[src/rtl/cmd_stream_pkg.sv]
package cmd_stream_pkg;
  localparam int PKT_W = 64;
  localparam logic [3:0] OP_SKIP = 4'h0;
  localparam logic [3:0] OP_JUMP = 4'h1;
  localparam logic [3:0] OP_WREG = 4'h2;
  localparam logic [3:0] OP_WLBL = 4'h3;
  localparam logic [3:0] OP_WAIT = 4'h4;

  typedef enum logic [2:0] {
    S_IDLE, S_FETCH, S_FRSP, S_EXEC, S_LWR, S_PREQ, S_PRSP, S_GAP
  } fe_state_e;
endpackage

[src/rtl/cmd_stream_decode.sv]
module cmd_stream_decode
  import cmd_stream_pkg::*;
#(
  parameter int ADDR_W = 16,
  parameter int RA_W   = 8
) (
  input  logic [PKT_W-1:0]  pkt_i,
  output logic [3:0]        op_o,
  output logic [3:0]        mode_o,
  output logic [ADDR_W-1:0] tgt_o,
  output logic [RA_W-1:0]   ra_o,
  output logic [31:0]       lo_o
);
  localparam int AFW = ADDR_W - 3;

  logic unused_bits;
  assign unused_bits = ^pkt_i;

  assign op_o   = pkt_i[63:60];
  assign mode_o = pkt_i[59:56];
  assign tgt_o  = {pkt_i[32 +: AFW], 3'b000};
  assign ra_o   = pkt_i[59 -: RA_W];
  assign lo_o   = pkt_i[31:0];
endmodule

[src/rtl/cmd_stream_cmp.sv]
module cmd_stream_cmp (
  input  logic [3:0]  mode_i,
  input  logic [31:0] val_i,
  input  logic [31:0] ref_i,
  output logic        pass_o
);
  always_comb begin
    unique case (mode_i)
      4'd1:    pass_o = (val_i != ref_i);
      4'd2:    pass_o = (val_i >= ref_i);
      4'd3:    pass_o = (val_i <  ref_i);
      default: pass_o = (val_i == ref_i);
    endcase
  end
endmodule

[src/rtl/cmd_stream_gap.sv]
module cmd_stream_gap #(
  parameter int GAP = 16
) (
  input  logic clk_i,
  input  logic rst_ni,
  input  logic start_i,
  output logic expired_o
);
  localparam int CW = $clog2(GAP + 1);

  logic [CW-1:0] cnt_q;

  always_ff @(posedge clk_i or negedge rst_ni) begin
    if (!rst_ni)            cnt_q <= '0;
    else if (start_i)       cnt_q <= CW'(GAP);
    else if (cnt_q != '0)   cnt_q <= cnt_q - 1'b1;
  end

  assign expired_o = (cnt_q == '0);
endmodule

[src/rtl/cmd_stream_fe.sv]
module cmd_stream_fe
  import cmd_stream_pkg::*;
#(
  parameter int ADDR_W   = 16,
  parameter int RA_W     = 8,
  parameter int POLL_GAP = 16
) (
  input  logic              clk_i,
  input  logic              rst_ni,
  input  logic              host_we_i,
  input  logic              host_sel_i,
  input  logic [ADDR_W-1:0] host_wdata_i,
  output logic              mem_req_o,
  input  logic              mem_gnt_i,
  output logic              mem_we_o,
  output logic [ADDR_W-1:0] mem_addr_o,
  output logic [31:0]       mem_wdata_o,
  input  logic              mem_rvalid_i,
  input  logic [PKT_W-1:0]  mem_rdata_i,
  output logic              reg_we_o,
  output logic [RA_W-1:0]   reg_addr_o,
  output logic [31:0]       reg_wdata_o,
  output logic              idle_o
);
  localparam int GAP_EFF = (POLL_GAP < 16) ? 16 : POLL_GAP;

  fe_state_e          st_q, st_d;
  logic [ADDR_W-1:0]  pc_q, pc_d, first_q, last_q;
  logic [PKT_W-1:0]   pkt_q;
  logic [3:0]         op, mode;
  logic [ADDR_W-1:0]  tgt, seq_pc, adv_pc;
  logic [RA_W-1:0]    ra;
  logic [31:0]        lo;
  logic               pass, adv, gap_start, gap_done;

  cmd_stream_decode #(.ADDR_W(ADDR_W), .RA_W(RA_W)) u_dec (
    .pkt_i(pkt_q), .op_o(op), .mode_o(mode), .tgt_o(tgt), .ra_o(ra), .lo_o(lo)
  );

  cmd_stream_cmp u_cmp (
    .mode_i(mode), .val_i(mem_rdata_i[31:0]), .ref_i(lo), .pass_o(pass)
  );

  cmd_stream_gap #(.GAP(GAP_EFF)) u_gap (
    .clk_i(clk_i), .rst_ni(rst_ni), .start_i(gap_start), .expired_o(gap_done)
  );

  assign seq_pc = pc_q + ADDR_W'(8);

  always_comb begin
    st_d      = st_q;
    pc_d      = pc_q;
    adv       = 1'b0;
    adv_pc    = seq_pc;
    gap_start = 1'b0;
    unique case (st_q)
      S_IDLE:  if (host_we_i && host_sel_i) begin
                 st_d = S_FETCH;
                 pc_d = first_q;
               end
      S_FETCH: if (mem_gnt_i) st_d = S_FRSP;
      S_FRSP:  if (mem_rvalid_i) st_d = S_EXEC;
      S_EXEC:  begin
        if (op == OP_SKIP || op == OP_JUMP) begin
          adv    = 1'b1;
          adv_pc = tgt;
        end else if (op == OP_WLBL) st_d = S_LWR;
        else if (op == OP_WAIT)     st_d = S_PREQ;
        else                        adv  = 1'b1; // reg write and undefined codes
      end
      S_LWR:   if (mem_gnt_i) adv = 1'b1;
      S_PREQ:  if (mem_gnt_i) st_d = S_PRSP;
      S_PRSP:  if (mem_rvalid_i) begin
                 if (pass) adv = 1'b1;
                 else begin
                   st_d      = S_GAP;
                   gap_start = 1'b1;
                 end
               end
      S_GAP:   if (gap_done) st_d = S_PREQ;
      default: st_d = S_IDLE;
    endcase
    if (adv) begin
      if (pc_q == last_q) st_d = S_IDLE;
      else begin
        st_d = S_FETCH;
        pc_d = adv_pc;
      end
    end
  end

  always_ff @(posedge clk_i or negedge rst_ni) begin
    if (!rst_ni) begin
      st_q    <= S_IDLE;
      pc_q    <= '0;
      first_q <= '0;
      last_q  <= '0;
      pkt_q   <= '0;
    end else begin
      st_q <= st_d;
      pc_q <= pc_d;
      if (st_q == S_IDLE && host_we_i && !host_sel_i) first_q <= host_wdata_i;
      if (st_q == S_IDLE && host_we_i &&  host_sel_i) last_q  <= host_wdata_i;
      if (st_q == S_FRSP && mem_rvalid_i)             pkt_q   <= mem_rdata_i;
    end
  end

  assign mem_req_o   = (st_q == S_FETCH) || (st_q == S_LWR) || (st_q == S_PREQ);
  assign mem_we_o    = (st_q == S_LWR);
  assign mem_addr_o  = (st_q == S_FETCH) ? pc_q : tgt;
  assign mem_wdata_o = lo;
  assign reg_we_o    = (st_q == S_EXEC) && (op == OP_WREG);
  assign reg_addr_o  = ra;
  assign reg_wdata_o = lo;
  assign idle_o      = (st_q == S_IDLE);

  // checker-only: states spent quiet since the last failed poll
  logic [15:0] gap_seen_q;
  always_ff @(posedge clk_i or negedge rst_ni) begin
    if (!rst_ni)                                   gap_seen_q <= '0;
    else if (st_q == S_PRSP)                       gap_seen_q <= '0;
    else if (st_q == S_GAP && gap_seen_q != '1)    gap_seen_q <= gap_seen_q + 1'b1;
  end


  req_hold_chk: assert property (@(posedge clk_i) disable iff (!rst_ni)
    (mem_req_o && !mem_gnt_i) |=> (mem_req_o && $stable(mem_addr_o) && $stable(mem_we_o)));


  rsp_expected_chk: assert property (@(posedge clk_i) disable iff (!rst_ni)
    mem_rvalid_i |-> (st_q == S_FRSP || st_q == S_PRSP));


  start_fetch_chk: assert property (@(posedge clk_i) disable iff (!rst_ni)
    (idle_o && host_we_i && host_sel_i) |=> (mem_req_o && !mem_we_o && mem_addr_o == $past(first_q)));


  reg_pulse_chk: assert property (@(posedge clk_i) disable iff (!rst_ni)
    reg_we_o |=> !reg_we_o);


  poll_gap_chk: assert property (@(posedge clk_i) disable iff (!rst_ni)
    (st_q == S_PREQ && $past(st_q) == S_GAP) |-> (32'(gap_seen_q) >= GAP_EFF));


  stop_at_last_chk: assert property (@(posedge clk_i) disable iff (!rst_ni)
    $rose(idle_o) |-> ($past(pc_q) == last_q));
endmodule

[config.mk]
export PLATFORM = sky130hd
export DESIGN_NAME = cmd_stream_fe
export DESIGN_NICKNAME = d
export VERILOG_FILES = /design/src/rtl/cmd_stream_pkg.sv /design/src/rtl/cmd_stream_decode.sv /design/src/rtl/cmd_stream_cmp.sv /design/src/rtl/cmd_stream_gap.sv /design/src/rtl/cmd_stream_fe.sv
export SDC_FILE = /design/constraint.sdc
export NUM_CORES = 1
export LEC_CHECK = 0
export ABC_CLOCK_PERIOD_IN_PS = 3400
export BUFFER_PORTS_ARGS = -buffer_cell sky130_fd_sc_hd__clkbuf_2
export CAP_MARGIN = 20
export CORE_MARGIN = 5
export CORE_UTILIZATION = 48
export DETAILED_ROUTE_END_ITERATION = 10
export GPL_ROUTABILITY_DRIVEN = 0
export HOLD_SLACK_MARGIN = 0.06
export PLACE_DENSITY_LB_ADDON = 0.3
export SLEW_MARGIN = 20
export SYNTH_ARGS = -nofsm -noshare
export SYNTH_HDL_FRONTEND = slang
export SYNTH_SLANG_ARGS = --single-unit
export TNS_END_PERCENT = 100
[constraint.sdc]
create_clock -name clk_i -period 3.4 [get_ports clk_i]
set_input_delay 0 -clock clk_i [delete_from_list [all_inputs] [get_ports clk_i]]
set_output_delay 0 -clock clk_i [all_outputs]
set_load 0.05 [all_outputs]
==> results.yml, run 1 <==
power:
  p_seq_share_pct: 26.7
  combPwrFrac_pct: 53.5
  p_sw_share_pct: 48.75
  p_per_area_mw_per_mm2: 1153
  ir_worst_vdd_mv: 0.8310
  internal-power_mw: 5.174
  p_leak_nw: 4.381
  netSwitchingPower_mw: 4.921
  pwr-share-clk_pct: 19.8
global_route:
  grt_max_degree: 66
  track_usage_pct: 20.13
  grt_pass1_wl_um: 26610
  grt_remaining_overflow: 0
  antenna_found_initial: 0
  grt_pass1_vias: 5490
timing:
  slew_headroom_pct: 39.10
  tns_ps: 0
  slew_viol_final: 0
  post-route-period-util_pct: 88.46
  fmax_ghz: 0.3325
  tightest_slew_ps: 913.6
  min_period_ps: 3008
  finalSetupViolCount: 0
  rsz0062_at_grt: "false"
  fin_skew_ps: 7.277
  hold_viol: 0
yosys:
  synth_warnings: 0
  synthDistinctLibCells: 52
  synth_area_per_cell_um2: 10.43
  ys.flop_type: "dfrtp_1"
  async_flop_share_pct: 100.0
  yosysSeqAreaShare_pct: 41.51
  syn-num-nets: 779
  syn_inst: 653
  syn_area_mm2: 0.006813
  ys_ff_latch: 113
  synth_edf_count: 0
layout:
  area_growth_pct: 28.56
  most-common-layout-cells: "clkbuf_2 (169), dfrtp_1 (113), mux2_2 (85), dlygate4sd3_1 (76), nand2_1 (66)"
  design_area_mm2: 0.008758
  mostFrequentLayoutCell: "clkbuf_2"
  antenna_cells: 0
  fin_cells: 1024
  fin_nets: 958
  nFillCells: 1107
  drive_above_1_share_pct: 36.49
routing:
  drt-pass1-iter-count: 4
  drc: 0
  vias_per_cell: 5.104
  routed-wl-met3_um: 879
  first_iter_violations: 269
  routedWlPerCell_um: 16.04
  ant_nets: 0
  top_layer: "met4"
  wirelength_met1_um: 6948
  wl_met2_um: 8392
  via_count: 5227
  drt_wl_total_um: 16430
worst_setup_path:
  reg2reg_depth: 11
  r2r_start: "pkt_q[13]"
  r2r_setup_slack_ps: 390
  endpoint_kind: "flip-flop"
  cp_max_fo: 12
  critPathKind: "flip-flop to flip-flop"
  r2r_end: "pc_q[15]"
  cp_data_required_time_ps: 3720
  arrival_ps: 3330
  crit_path_start_kind: "flip-flop"
cts:
  numCtsBuffers: 17
  clock_path_buffers: 2
  cts.sinks: 113
  clk-insertion-delay-late_ps: 410
  cts_setup_buffers: 0
  path_clk_slew_ps: 50
  cts-root-buf: "clkbuf_16"
  h-tree-depth: 4
  tritoncts: "done"
outcome:
  outcome: "finished, final reports clean"
min_path:
  min_path_type: "input pin to flip-flop"
  hold-path-endpoint: "last_q[1]"
  hp-start: "host_sel_i"
  holdPathStages: 4
die:
  io_pins: 178
  die_area_mm2: 0.01668
  die_x_um: 129.1
  rows: 43
  initial_core_util_pct: 49.08
  die_h_um: 129.1
  fp.coreArea_mm2: 0.01388
placement:
  port_buffers: 170
  placed_cell_area_mm2: 0.007327
  hpwl_um: 11480
  place_inst: 917
run:
  max_cap_viol_count: 0
metrics by stage:
stage	worst slack, ps	hold WS [ps]	utilization, %	total power, mW
2_1_floorplan	570.8	-295.6	-	7.374
3_3_place_gp	515.8	162.5	52.79	7.865
3_5_place_dp	391.6	164.6	52.79	8.024
4_1_cts	364.2	72.75	63.10	10.15
5_1_grt	110.2	89.87	63.10	10.68
6_report	392.2	87.33	63.10	10.09
cells in the mapped netlist (2+ instances only):
library cell	n	area share, %
nor4_1	7	0.64
buf_1	5	0.28
o211ai_1	2	0.22
a21oi_1	32	2.4
nand2_1	66	3.6
nor2_1	32	1.8
o21ai_0	9	0.66
xnor2_1	8	1.0
nor3_1	9	0.66
a32o_1	3	0.44
clkbuf_1	16	0.88
nand3b_1	5	0.55
nand3_1	11	0.81
dfrtp_1	113	42
buf_4	72	7.9
nand4_1	10	0.92
xor2_1	22	2.8
nor4_4	2	0.62
and3_1	2	0.18
mux2_2	85	14
nor2b_1	2	0.18
inv_1	44	2.4
nand4_2	2	0.37
ha_1	40	7.3
mux2i_1	27	4.0
how the worst max path moves through the flow:
stage              start  endpoint  cells after the start
4_1_cts        pkt_q[13]  pc_q[15]                     11
3_5_place_dp   pkt_q[13]  pc_q[15]                     11
6_report       pkt_q[13]  pc_q[15]                     11
2_1_floorplan    st_q[0]   pc_q[4]                      8
5_1_grt        pkt_q[13]  pc_q[14]                     11
3_3_place_gp   pkt_q[14]   pc_q[8]                     11
layout make-up:
type / count / area, um2 / share of cell area (%)
timing repair buffer: 255 / 1694 / 19.34
clock inverter: 9 / 176.4 / 2.014
multi-input combinational: 401 / 3176 / 36.26
inverter: 44 / 165.2 / 1.886
clock buffer: 22 / 494.2 / 5.643
tap: 180 / 225.2 / 2.571
sequential: 113 / 2828 / 32.29
cell families after synthesis:
kind of cell | Yosys count | synth area share, %
compound gates | 59 | 5.326
xor+xnor | 30 | 3.857
fa+ha+maj | 40 | 7.346
buf+inv | 139 | 12.01
flops | 113 | 41.51
mux | 113 | 18.24
simple gates | 159 | 11.72
worst max-delay path, cell delays in order (launching register included):
cell	delay, ps
dfrtp_1	390
inv_1	60
ha_1	290
nand4_1	190
nor4_1	500
nand2_2	140
and4b_4	230
nor4_4	300
a21oi_2	130
o21ai_4	270
buf_12	200
mux2i_1	220
flip-flops by register name (all words and copies together), names as in the netlist:
register and cells:
pkt_q 57, first_q 16, last_q 16, pc_q 16, u_gap.cnt_q 5, st_q 3
metal layers:
| layer | vias up | GRT usage, % |
|---|---|---|
| li1 | 2523 | - |
| met1 | 2529 | 24.05 |
| met2 | 155 | 35.27 |
| met3 | 20 | 5.400 |
| met4 | 0 | 6.547 |
| met5 | - | 0 |
power by group through the flow:
| stage | clock network (mW) | logic (mW) | registers [mW] |
|---|---|---|---|
| detailed placement | 0 | 5.32 | 2.71 |
| finish | 2.00 | 5.40 | 2.69 |
| global route | 2.11 | 5.77 | 2.79 |
| CTS | 2.04 | 5.43 | 2.69 |
| global placement | 0 | 5.21 | 2.66 |
| floorplan | 0 | 4.92 | 2.45 |
what timing repair did:
item,CTS,global route
hold endpoints to repair,153,0
hold buffers,76,0
gates resized for setup,0,0
Note: power is estimated with default switching activity, not from simulation.
==> run 2: changes to the inputs <==
Settings changed: ABC_CLOCK_PERIOD_IN_PS 3400 to 3100.
Clock period 3.4 ns to 3.1 ns, I/O delays scaled along.
==> run 2 against run 1 <==
- die area is the same
- via count fell by 0.65%
- core utilization down 0.50 points
- global-route usage fell by 0.15 points
- clock skew grew 1.3 ps
- combinational power rose by 9.1%
- largest cell class unchanged
- sequential share of layout area rose by 0.26 points
- critical endpoint is now pc_q[10]
- count of clock-buffer cells in the layout down 4
- cell count about the same
==> results.yml, run 2 (same netlist as run 1, synthesis figures left out) <==
outcome:
  outcome: "finished, final reports clean"
die:
  fp.coreArea_mm2: 0.01388
  die_x_um: 129.1
  die_h_um: 129.1
  die_area_mm2: 0.01668
  io_pins: 178
  initial_core_util_pct: 49.08
  rows: 43
power:
  p_total_mw: 10.83
  ir_worst_vdd_mv: 0.7797
  p_per_area_mw_per_mm2: 1246
  p_leak_nw: 4.328
layout:
  area_growth_pct: 27.55
  seqCellArea_mm2: 0.002828
  nFillCells: 1099
  largest_register: "pkt_q"
  multiInputGateArea_mm2: 0.003189
  design_area_mm2: 0.008690
  fin_cells: 1025
  antenna_cells: 0
  most-common-layout-cells: "clkbuf_2 (169), dfrtp_1 (113), mux2_2 (85), dlygate4sd3_1 (75), nand2_1 (66)"
  fin_nets: 958
  drive_above_1_share_pct: 36.92
  mostFrequentLayoutCell: "clkbuf_2"
  largest_reg_flops: 57
cts:
  tritoncts: "done"
  cts-root-buf: "clkbuf_16"
  clk-insertion-delay-late_ps: 420
  numCtsBuffers: 17
  path_clk_slew_ps: 60
  clock_path_buffers: 2
  cts.sinks: 113
  h-tree-depth: 4
placement:
  place_ws_ps: 155.7
  place_inst: 918
  port_buffers: 170
  hpwl_um: 11360
  placed_cell_area_mm2: 0.007322
timing:
  fmax_ghz: 0.3512
  hold_viol: 0
  tightest_slew_ps: 865.8
  post-route-period-util_pct: 91.86
  tns_ps: 0
  fin_skew_ps: 8.623
  min_period_ps: 2848
  slew_headroom_pct: 42.10
  rsz0062_at_grt: "false"
  worst_slack_ps: 252.5
  finalSetupViolCount: 0
  slew_viol_final: 0
worst_setup_path:
  cp_max_fo: 10
  cp_slowest_cell: "dfrtp_1"
  endpoint_kind: "flip-flop"
  arrival_ps: 3180
  cp_data_required_time_ps: 3440
  r2r_end: "pc_q[10]"
  worstPathCellList: "inv_1 > ha_1 > nand4_1 > nor4_2 > nand2_2 > and4b_4 > nor4_4 > a21oi_2 > o21ai_4 > buf_4 > mux2i_1"
  critPathKind: "flip-flop to flip-flop"
  r2r_start: "pkt_q[13]"
  crit_path_start_kind: "flip-flop"
  max_stage_delay_ps: 390
  reg2reg_depth: 11
  r2r_setup_slack_ps: 250
global_route:
  grt_max_degree: 51
  grt_pass1_vias: 5406
  track_usage_pct: 19.98
  grt_pass1_wl_um: 26370
  antenna_found_initial: 0
  grt_remaining_overflow: 0
routing:
  first_iter_violations: 251
  via_count: 5193
  drc: 0
  drt_wl_total_um: 16090
  routedWlPerCell_um: 15.70
  drt-pass1-iter-count: 4
  vias_per_cell: 5.066
  ant_nets: 0
min_path:
  min_path_type: "input pin to asynchronous set/reset pin"
run:
  max_cap_viol_count: 0
[run 2: changes by cell type in the layout (fill, tap and decap cells not counted), sizes merged]
cell and change:
clkinvlp +5, clkbuf -4, bufinv -2, buf +1, clkinv +1, dlygate4sd3 -1, inv +1
[run 2: metrics by stage]
stage / utilization (%) / hold WS (ps)
after floorplan: - / -295.6
after global placement: 52.75 / 56.50
after detailed placement: 52.75 / 72.75
after CTS: 62.50 / 140.3
after global routing: 62.60 / 193.4
final: 62.60 / 152.3
[run 2: report_power, final]
group	switching (mW)	internal, mW	total [mW]
Combinational	3.97	1.92	5.89
Sequential	0.735	2.22	2.95
Clock	0.711	1.28	1.99
[run 2: layer usage]
metal  routed length (um)  global-route usage [%]
met5                    0                       0
met4                  416                   7.906
met3                  788                   4.575
met2                 7918                   33.69
met1                 6964                   24.92
[run 2: cell type report]
cell class / count / area share [%]
Inverter: 44 / 1.901
Sequential cell: 113 / 32.54
Multi-Input combinational cell: 401 / 36.70
Timing Repair Buffer: 255 / 19.32
Clock inverter: 14 / 1.886
Tap cell: 180 / 2.592
Clock buffer: 18 / 5.054
[run 2: how the worst max path moves through the flow]
stage / from / to / cells after the start
2_1_floorplan: st_q[0] / pc_q[4] / 8
3_3_place_gp: pkt_q[7] / pc_q[11] / 11
3_5_place_dp: pkt_q[13] / pc_q[10] / 11
4_1_cts: pkt_q[13] / pc_q[10] / 11
5_1_grt: pkt_q[30] / pc_q[10] / 11
6_report: pkt_q[13] / pc_q[10] / 11
[run 2: repair_timing]
action / 4_1_cts / 5_1_grt
setup endpoints to repair: 0 / 9
hold buffers: 75 / 0
endpoints found under the hold margin: 139 / 0
setup buffers: 0 / 0
resized for setup: 0 / 3
[run 2: critical path: cells and delay by family, from the launching register on]
kind / cells / cell delay, ps
compound gates: 2 / 330
fa+ha+maj: 1 / 300
buf+inv: 2 / 330
flops: 1 / 390
mux: 1 / 220
simple gates: 5 / 1210
==> run 3: changes to the inputs <==
Settings changed: ABC_AREA set to 1, CELL_PAD_IN_SITES_DETAIL_PLACEMENT set to 0, CELL_PAD_IN_SITES_GLOBAL_PLACEMENT set to 2, CORE_UTILIZATION 48 to 31, SLEW_MARGIN 20 to unset.
==> run 3 against run 2 <==
- sequential share of layout area fell by 0.85 points
- count of clock-buffer cells in the layout fell by 1
- synthesized area rose by 1.6%
- non-clock buffer count fell by 1
- global-route usage fell by 5.5 points
- sequential cell count did not move
- largest cell class unchanged
- largest power group unchanged
==> results.yml, run 3 <==
timing:
  fin_skew_ps: 10.17
  rsz0062_at_grt: "false"
  tns_ps: 0
  tightest_slew_ps: 729.8
  finalSetupViolCount: 0
  slew_headroom_pct: 51.35
  hold_viol: 0
  post-route-period-util_pct: 80.52
  slew_viol_final: 0
  whs_ps: 84.21
  min_period_ps: 2496
  fmax_ghz: 0.4006
yosys:
  yosys.area.top_type_share_pct: 40.84
  yosysSeqAreaShare_pct: 40.84
  netlist.top_cell.by_area: "dfrtp_1"
  syn_inst: 827
  syn-num-nets: 953
  synthDistinctLibCells: 41
  synth_warnings: 0
  ys_ff_latch: 113
  yosysMostFrequentCell: "nand2_1"
  async_flop_share_pct: 100.0
  synth_edf_count: 0
  synth_area_per_cell_um2: 8.373
  ys.flop_type: "dfrtp_1"
  synth_common_cells: "nand2_1 (135), dfrtp_1 (113), inv_1 (95)"
  ys_top_cells_by_area: "dfrtp_1 (41%), buf_4 (7.8%), nand2_1 (7.3%)"
  syn_area_mm2: 0.006924
worst_setup_path:
  cp_max_fo: 21
  crit_path_start_kind: "flip-flop"
  reg2reg_depth: 17
  endpoint_kind: "output port"
  cp_data_required_time_ps: 3100
  arrival_ps: 2500
  critPathKind: "flip-flop to output port"
cts:
  numCtsBuffers: 17
  cts.sinks: 113
  clock_path_buffers: 2
  path_clk_slew_ps: 60
  tritoncts: "done"
  clk-insertion-delay-late_ps: 420
  cts_setup_buffers: 0
  cts-root-buf: "clkbuf_16"
  h-tree-depth: 4
layout:
  drive_above_1_share_pct: 27.29
  nFillCells: 2275
  mostFrequentLayoutCell: "clkbuf_2"
  seqCellArea_mm2: 0.002828
  area_growth_pct: 28.88
  fin_cells: 1295
  largest_register: "pkt_q"
  fin_nets: 1128
  design_area_mm2: 0.008924
  antenna_cells: 0
  multiInputGateArea_mm2: 0.003088
  most-common-layout-cells: "clkbuf_2 (169), nand2_1 (135), dfrtp_1 (113), inv_1 (95), nor2_1 (78)"
  largest_reg_flops: 57
global_route:
  antenna_found_initial: 0
  grt_pass1_wl_um: 30100
  use_met2_pct: 23.00
  grt_use_met3_pct: 3.236
  met1_usage_pct: 19.73
  grt.busiest_layer: "met2"
  grt_pass1_vias: 5746
  track_usage_pct: 14.49
  grt_max_degree: 65
  grt_remaining_overflow: 0
routing:
  ant_nets: 0
  first_iter_violations: 281
  drt_wl_total_um: 17970
  drc: 0
  via_count: 5646
  drt-pass1-iter-count: 4
  vias_per_cell: 4.360
  routedWlPerCell_um: 13.88
die:
  die_area_mm2: 0.02542
  fp.coreArea_mm2: 0.02189
  rows: 54
  io_pins: 178
  die_x_um: 159.5
  initial_core_util_pct: 31.63
  die_h_um: 159.5
run:
  max_cap_viol_count: 0
min_path:
  min_path_type: "input pin to asynchronous set/reset pin"
placement:
  port_buffers: 170
  placed_cell_area_mm2: 0.007552
  hpwl_um: 13190
  place_inst: 1187
power:
  ir_worst_vdd_mv: 0.5697
  p_total_mw: 10.52
  p_per_area_mw_per_mm2: 1178
  p_leak_nw: 4.603
outcome:
  outcome: "finished, final reports clean"
==> run 3: cell count changes after synthesis, sizes merged, moves of 6 or more <==
cell,previous run,this run
nand2,67,150
or2,2,8
nor4,10,2
mux2i,27,5
nand3,11,23
inv,44,95
a21oi,33,68
o21ai,10,67
mux2,86,23
nor2,32,80
xor2,22,11
==> run 3: kinds of logic (layout without fill, tap and decap cells) <==
group / count (synthesis) / after routing / share of synthesized area, %
AND/OR/NAND/NOR: 289 / 289 / 18.83
buffers and inverters: 194 / 382 / 14.89
AO/OA/AOI/OAI: 143 / 143 / 11.22
flip-flops: 113 / 113 / 40.84
adder cells (fa/ha/maj): 40 / 40 / 7.228
multiplexers: 28 / 28 / 4.463
XOR/XNOR: 20 / 20 / 2.530
==> run 3: worst paths after layout <==
| kind | from | end | slack (ps) |
|---|---|---|---|
| max | st_q[1] | mem_addr_o[7] | 600 |
| min | rst_ni | pkt_q[8] | 80 |
| max reg2reg | pkt_q[7] | st_q[0] | 670 |
| min reg2reg | first_q[12] | first_q[12] | 490 |
| max in group asynchronous | rst_ni | pkt_q[29] | 2270 |
| min in group clk_i | host_we_i | first_q[1] | 210 |
==> run 3: critical path: stages, from the launching register on <==
cell and delay [ps]:
dfrtp_1 400, inv_1 90, ha_1 220, nand2_1 520
buf_4 290, nand2_1 60, o21ai_0 150, clkbuf_2 350
==> run 3: where the power goes <==
group          switching [mW]  total (mW)  internal, mW
Sequential              0.595        2.79          2.19
Clock                   0.758        2.03          1.27
Combinational            4.06        5.70          1.64
Total                    5.42        10.5          5.10
==> run 3: repair_timing <==
item | in CTS | in global routing
hold endpoints to repair | 184 | 0
resized for setup | 0 | 0
hold buffers | 76 | 0
==> run 3: final cells by class <==
class                   count  area share [%]
repair buffers            254           18.90
clock buffers              17           4.767
clock inverters            15           2.075
multi-input cells         520           34.60
well taps                 280           3.926
inverters                  96           4.038
flip-flops and latches    113           31.69
==> run 3: metal layers <==
layer / up-vias / wire [um]
li1: 2949 / -
met1: 2570 / 8733
met2: 109 / 8205
met3: 18 / 737
met4: 0 / 294
met5: - / 0
==> run 3: metrics by stage <==
| step | setup slack (ps) | util, % |
|---|---|---|
| 3_5_place_dp | 660.1 | 34.50 |
| 2_1_floorplan | 654.9 | - |
| 3_3_place_gp | 681.1 | 34.50 |
| 4_1_cts | 523.3 | 40.76 |
| 5_1_grt | 369.5 | 40.76 |
| 6_report | 603.7 | 40.76 |
